<file path="config.mk">
export PLATFORM = sky130hd
export DESIGN_NAME = pwr_wake_ctrl
export DESIGN_NICKNAME = d
export VERILOG_FILES = /design/src/rtl/pwd_pkg.sv /design/src/rtl/pwd_sync.sv /design/src/rtl/pwd_event.sv /design/src/rtl/pwd_regs.sv /design/src/rtl/pwr_wake_ctrl.sv
export SDC_FILE = /design/constraint.sdc
export NUM_CORES = 1
export LEC_CHECK = 0
export BUFFER_PORTS_ARGS = -buffer_cell sky130_fd_sc_hd__clkbuf_2
export CAP_MARGIN = 20
export CORE_ASPECT_RATIO = 1.5
export CORE_MARGIN = 3
export CORE_UTILIZATION = 28
export CTS_CLUSTER_DIAMETER = 150
export CTS_CLUSTER_SIZE = 14
export DETAILED_ROUTE_END_ITERATION = 10
export GPL_ROUTABILITY_DRIVEN = 0
export GPL_TIMING_DRIVEN = 1
export PLACE_DENSITY_LB_ADDON = 0.3
export SLEW_MARGIN = 10
export SYNTH_ARGS = -nofsm -noshare
export SYNTH_HDL_FRONTEND = slang
export SYNTH_HIERARCHICAL = 1
export SYNTH_SLANG_ARGS = --single-unit
</file>
<file path="constraint.sdc">
create_clock -name clk -period 1.9 [get_ports clk]
set_input_delay 0.095 -clock clk [delete_from_list [all_inputs] [get_ports clk]]
set_output_delay 0.095 -clock clk [all_outputs]
set_load 0.01 [all_outputs]
</file>
<file path="src/rtl/pwd_pkg.sv">
package pwd_pkg;
   localparam int REG_W      = 5;
   localparam int B_SLEEP    = 0;
   localparam int B_WAKE_EN  = 1;
   localparam int B_KICK_EN  = 2;
   localparam int B_WAKE_FLG = 3;
   localparam int B_KICK_FLG = 4;
endpackage

</file>
<file path="src/rtl/pwd_sync.sv">
module pwd_sync #(
   parameter int STAGES = 2
) (
   input  logic clk,
   input  logic rst_n,
   input  logic d,
   output logic q
);
   if (STAGES < 2) begin : g_bad_stages
      $error("pwd_sync: STAGES must be at least 2");
   end

   logic [STAGES-1:0] chain;

   always_ff @(posedge clk or negedge rst_n) begin
      if (!rst_n) chain <= '0;
      else        chain <= {chain[STAGES-2:0], d};
   end

   assign q = chain[STAGES-1];
endmodule

</file>
<file path="src/rtl/pwd_event.sv">
module pwd_event #(
   parameter int SYNC_STAGES  = 2,
   parameter bit USE_DEBOUNCE = 1'b0,
   parameter int DEB_CYCLES   = 16,
   parameter bit ACTIVE_LOW   = 1'b0
) (
   input  logic clk,
   input  logic rst_n,
   input  logic raw,
   output logic pulse
);
   if (USE_DEBOUNCE && DEB_CYCLES < 2) begin : g_bad_deb
      $error("pwd_event: DEB_CYCLES must be at least 2");
   end

   logic level_in;
   logic s;

   if (ACTIVE_LOW) begin : g_inv
      assign level_in = ~raw;
   end else begin : g_pass
      assign level_in = raw;
   end

   pwd_sync #(.STAGES(SYNC_STAGES)) u_sync (
      .clk(clk), .rst_n(rst_n), .d(level_in), .q(s)
   );

   if (USE_DEBOUNCE) begin : g_deb
      localparam int CW = $clog2(DEB_CYCLES);
      logic [CW-1:0] cnt;
      logic          stable;
      logic          pulse_q;

      always_ff @(posedge clk or negedge rst_n) begin
         if (!rst_n) begin
            cnt     <= '0;
            stable  <= 1'b0;
            pulse_q <= 1'b0;
         end else if (s != stable) begin
            if (cnt == CW'(DEB_CYCLES - 1)) begin
               stable  <= s;
               cnt     <= '0;
               pulse_q <= s;
            end else begin
               cnt     <= cnt + 1'b1;
               pulse_q <= 1'b0;
            end
         end else begin
            cnt     <= '0;
            pulse_q <= 1'b0;
         end
      end
      assign pulse = pulse_q;
   end else begin : g_edge
      logic prev;
      logic pulse_q;

      always_ff @(posedge clk or negedge rst_n) begin
         if (!rst_n) begin
            prev    <= 1'b0;
            pulse_q <= 1'b0;
         end else begin
            prev    <= s;
            pulse_q <= s & ~prev;
         end
      end
      assign pulse = pulse_q;
   end
endmodule

</file>
<file path="src/rtl/pwd_regs.sv">
module pwd_regs
   import pwd_pkg::*;
(
   input  logic             clk,
   input  logic             rst_n,
   input  logic             supply_ok,
   input  logic             wr_en,
   input  logic [REG_W-1:0] wr_data,
   input  logic             wake_pulse,
   input  logic             kick_pulse,
   output logic [REG_W-1:0] regs
);
   logic [REG_W-1:0] nxt;
   logic             wr_ok;
   logic             wake_qual;
   logic             kick_qual;

   assign wr_ok     = wr_en & supply_ok;
   assign wake_qual = wake_pulse & regs[B_WAKE_EN] & ~regs[B_WAKE_FLG];
   assign kick_qual = kick_pulse & regs[B_KICK_EN] & ~regs[B_KICK_FLG];

   always_comb begin
      nxt = regs;
      if (wr_ok) begin
         nxt[B_SLEEP]   = wr_data[B_SLEEP];
         nxt[B_WAKE_EN] = wr_data[B_WAKE_EN];
         nxt[B_KICK_EN] = wr_data[B_KICK_EN];
         if (!wr_data[B_WAKE_FLG]) nxt[B_WAKE_FLG] = 1'b0;
         if (!wr_data[B_KICK_FLG]) nxt[B_KICK_FLG] = 1'b0;
      end
      if (wake_pulse) nxt[B_WAKE_FLG] = 1'b1;
      if (kick_pulse) nxt[B_KICK_FLG] = 1'b1;
      if (wake_qual || kick_qual) nxt[B_SLEEP] = 1'b0;
   end

   always_ff @(posedge clk or negedge rst_n) begin
      if (!rst_n) regs <= '0;
      else        regs <= nxt;
   end
endmodule

</file>
<file path="src/rtl/pwr_wake_ctrl.sv">
module pwr_wake_ctrl
   import pwd_pkg::*;
#(
   parameter int SYNC_STAGES     = 2,
   parameter int DEB_CYCLES      = 16,
   parameter bit KICK_ACTIVE_LOW = 1'b0
) (
   input  logic             clk,
   input  logic             rst_n,
   input  logic             supply_ok,
   input  logic             wake_in,
   input  logic             kick_in,
   input  logic             wr_en,
   input  logic [REG_W-1:0] wr_data,
   output logic [REG_W-1:0] rd_data,
   output logic             pwr_en_oe,
   output logic             irq_oe
);
   logic             wake_pulse;
   logic             kick_pulse;
   logic [REG_W-1:0] regs;
   logic             pending;

   pwd_event #(
      .SYNC_STAGES(SYNC_STAGES), .USE_DEBOUNCE(1'b0),
      .DEB_CYCLES(DEB_CYCLES), .ACTIVE_LOW(1'b0)
   ) u_wake (
      .clk(clk), .rst_n(rst_n), .raw(wake_in), .pulse(wake_pulse)
   );

   pwd_event #(
      .SYNC_STAGES(SYNC_STAGES), .USE_DEBOUNCE(1'b1),
      .DEB_CYCLES(DEB_CYCLES), .ACTIVE_LOW(KICK_ACTIVE_LOW)
   ) u_kick (
      .clk(clk), .rst_n(rst_n), .raw(kick_in), .pulse(kick_pulse)
   );

   pwd_regs u_regs (
      .clk(clk), .rst_n(rst_n), .supply_ok(supply_ok),
      .wr_en(wr_en), .wr_data(wr_data),
      .wake_pulse(wake_pulse), .kick_pulse(kick_pulse),
      .regs(regs)
   );

   assign pending   = (regs[B_WAKE_FLG] & regs[B_WAKE_EN]) |
                      (regs[B_KICK_FLG] & regs[B_KICK_EN]);
   assign pwr_en_oe = ~regs[B_SLEEP];
   assign irq_oe    = supply_ok & pending;
   assign rd_data   = regs;
endmodule

</file>
==> flow_summary.toml <==
[run_status]
status = "completed"

[power_and_ir_drop]
pwr-share-comb_pct = 13.4
p_int_mw = 0.513
power_frac_clock_pct = 26.7
vdd_drop_max_v = 0.000413
p_per_area_nw_per_um2 = 800
p_leak_nw = 0.417
p_sw_mw = 0.163
swShare_pct = 24.1
seqPwrFrac_pct = 59.9

[clocking]
clockBufferDepth = 2
cts_tree = "done"
ctsHoldBuffers = 3
cts.sinks = 17
numCtsBuffers = 3
clk_latency_ns = 0.28
ctsRootBufferMaster = "clkbuf_4"
htreeDepth = 1
clk_pin_slew_ns = 0.10
cts_resized = 0
post-cts-setup-buffer-count = 0

[cells_and_area]
fin_util_pct = 37.4
seq_area_um2 = 425
fin_nets = 84
n_antenna_cell = 0
drive_above_1_share_pct = 42.3
design_area_um2 = 845
area_growth_pct = 25.5
multi_input_area_um2 = 240
fill_cells = 225

[sta]
finalHoldViolations = 0
setup_viol = 0
rsz0062_at_grt = "false"
max_freq_mhz = 840
min_period_over_period_pct = 62.7
layout_setup_ws_ns = 0.709
slew_violations = 0
finClkSkew_ns = 0.00777
slew_headroom_pct = 73.0
period_minus_slack_ns = 1.19
tns_ns = 0
worstMarginPinSlew_ns = 0.405

[setup_path]
cp_cell_sequence = "ha_1 > nand3_2 > mux2_4"
end_kind = "flop"
reg2reg_depth = 3
max_stage_delay_ns = 0.43
cp.required_ns = 2.07
worstPathMaxFanout = 4
cp-start-kind = "flop"
path_class = "reg -> reg"
cp_slowest_cell = "dfrtp_1"
critical_path_arrival_ns = 1.36

[floorplanning]
start_util_pct = 29.8
die_h_um = 66.1
io_pins = 18
design.core.area_um2 = 2260
die_x_um = 46.0
num_rows = 21
die_area_um2 = 3040

[logic_synthesis]
ys_ff_latch = 17
synth.most_common_cell = "dfrtp_1"
syn_area_per_cell_um2 = 14.3
syn-cell-area_um2 = 673
netlist_instances = 47
synthDistinctLibCells = 22
yosys.area.top_type = "dfrtp_1"
synth_top_area_share_pct = 63.2
synth_edf_count = 0
ys_seq_area_share_pct = 63.2
ys_top_cells_by_count = "17 x dfrtp_1, 3 x mux2_4, 3 x nand3b_1"
yosys_warnings = 6
synth_area_leaders = "dfrtp_1 63%, mux2_4 6.7%, nand3b_1 3.3%"
synthFlopType = "dfrtp_1"
syn-num-nets = 59
async_flop_share_pct = 100

[run]
drv_cap = 0

[detailed_routing]
ant_nets = 0
wl_per_cell_um = 11.0
route.final.wire_length_um = 1030
drc = 0
first_pass_iters = 4
dr_total_vias = 431
viasPerCell = 4.59
dr.first_iter.drc_count = 6

[placement]
dp_slack_ns = 0.727
place_area_um2 = 787
dpl.hpwl_um = 772
io_buffers = 17

[grt]
antenna_found_initial = 0
grt_usage_pct = 8.19
grt_pass1_vias = 460
grt_pass1_wl_um = 1810
grt-ovfl-total = 0
grt_max_degree = 18

[hold_path]
hold_class = "in -> reg"
worstHoldPathCells = 2
==> per-layer routing <==
layer / GRT usage [%] / wire [um] / vias to the layer above
li1: - / - / 213
met1: 9.79 / 441 / 198
met2: 12.8 / 478 / 18
met3: 1.63 / 100 / 2
met4: 5.34 / 10 / 0
met5: 0 / 0 / -
==> power by group through the flow <==
stage                     clock (mW)  combinational [mW]  sequential, mW
after floorplan                    0              0.0411           0.415
after global placement             0              0.0870           0.412
after detailed placement           0              0.0871           0.413
after CTS                      0.195              0.0929           0.405
after global routing           0.212               0.102           0.409
final                          0.181              0.0903           0.405
==> final cells by class <==
type,instances,share of cell area [%]
clock buffer,3,2.67
clock inverter,1,0.593
inverter,2,0.889
multi-input combinational,28,28.4
sequential,17,50.4
tap,23,3.41
timing repair buffer,20,13.6
==> placed cells by master, fill, tap and decap left out, drive strengths merged, types with 3 or more instances in the layout <==
master,instances
clkbuf,20
dfrtp,17
dlygate4sd3,3
mux2,3
nand3b,3
nor2b,3
==> through the flow <==
| stage | total power, mW | hold WS (ns) | cells |
|---|---|---|---|
| 3_5_place_dp | 0.500 | 0.0475 | 87 |
| 4_1_cts | 0.693 | 0.0377 | 94 |
| 6_report | 0.676 | 0.0540 | 94 |
| 5_1_grt | 0.723 | 0.0329 | 94 |
| 3_3_place_gp | 0.499 | 0.0396 | 87 |
| 2_1_floorplan | 0.456 | -0.201 | 47 |
==> final timing paths <==
check                                       start                endpoint  slack, ns
max in group asynchronous                   rst_n            u_kick/pulse       1.35
setup reg to reg              u_kick/g_deb.cnt[0]     u_kick/g_deb.stable       0.71
hold / removal                         wr_data[2]          u_regs/regs[2]       0.05
hold reg to reg            u_kick/u_sync/chain[0]  u_kick/u_sync/chain[1]       0.36
setup / recovery              u_kick/g_deb.cnt[0]     u_kick/g_deb.stable       0.71
min in group asynchronous                   rst_n            u_wake/pulse       0.26
==> kinds of logic after synthesis <==
family | Yosys count | synth area share [%]
AO/OA/AOI/OAI | 8 | 8.36
XOR/XNOR | 2 | 2.60
adder cells (fa/ha/maj) | 1 | 1.86
buffers and inverters | 2 | 1.12
flip-flops | 17 | 63.2
multiplexers | 3 | 6.69
AND/OR/NAND/NOR | 14 | 16.2
==> worst max-delay path: cells and delay by family, from the launching register on <==
kind	cells	cell delay (ns)
flip-flops	1	0.43
multiplexers	1	0.29
AND/OR/NAND/NOR	1	0.10
adder cells (fa/ha/maj)	1	0.26
==> flip-flops by register name, summed over array words and instances (netlist names) <==
name / cells
u_wake/pulse: 1
u_wake/g_edge.prev: 1
u_regs/regs: 5
u_kick/pulse: 1
u_wake/u_sync/chain: 2
u_kick/g_deb.stable: 1
u_kick/g_deb.cnt: 4
u_kick/u_sync/chain: 2
(Power assumes the default switching activity.)
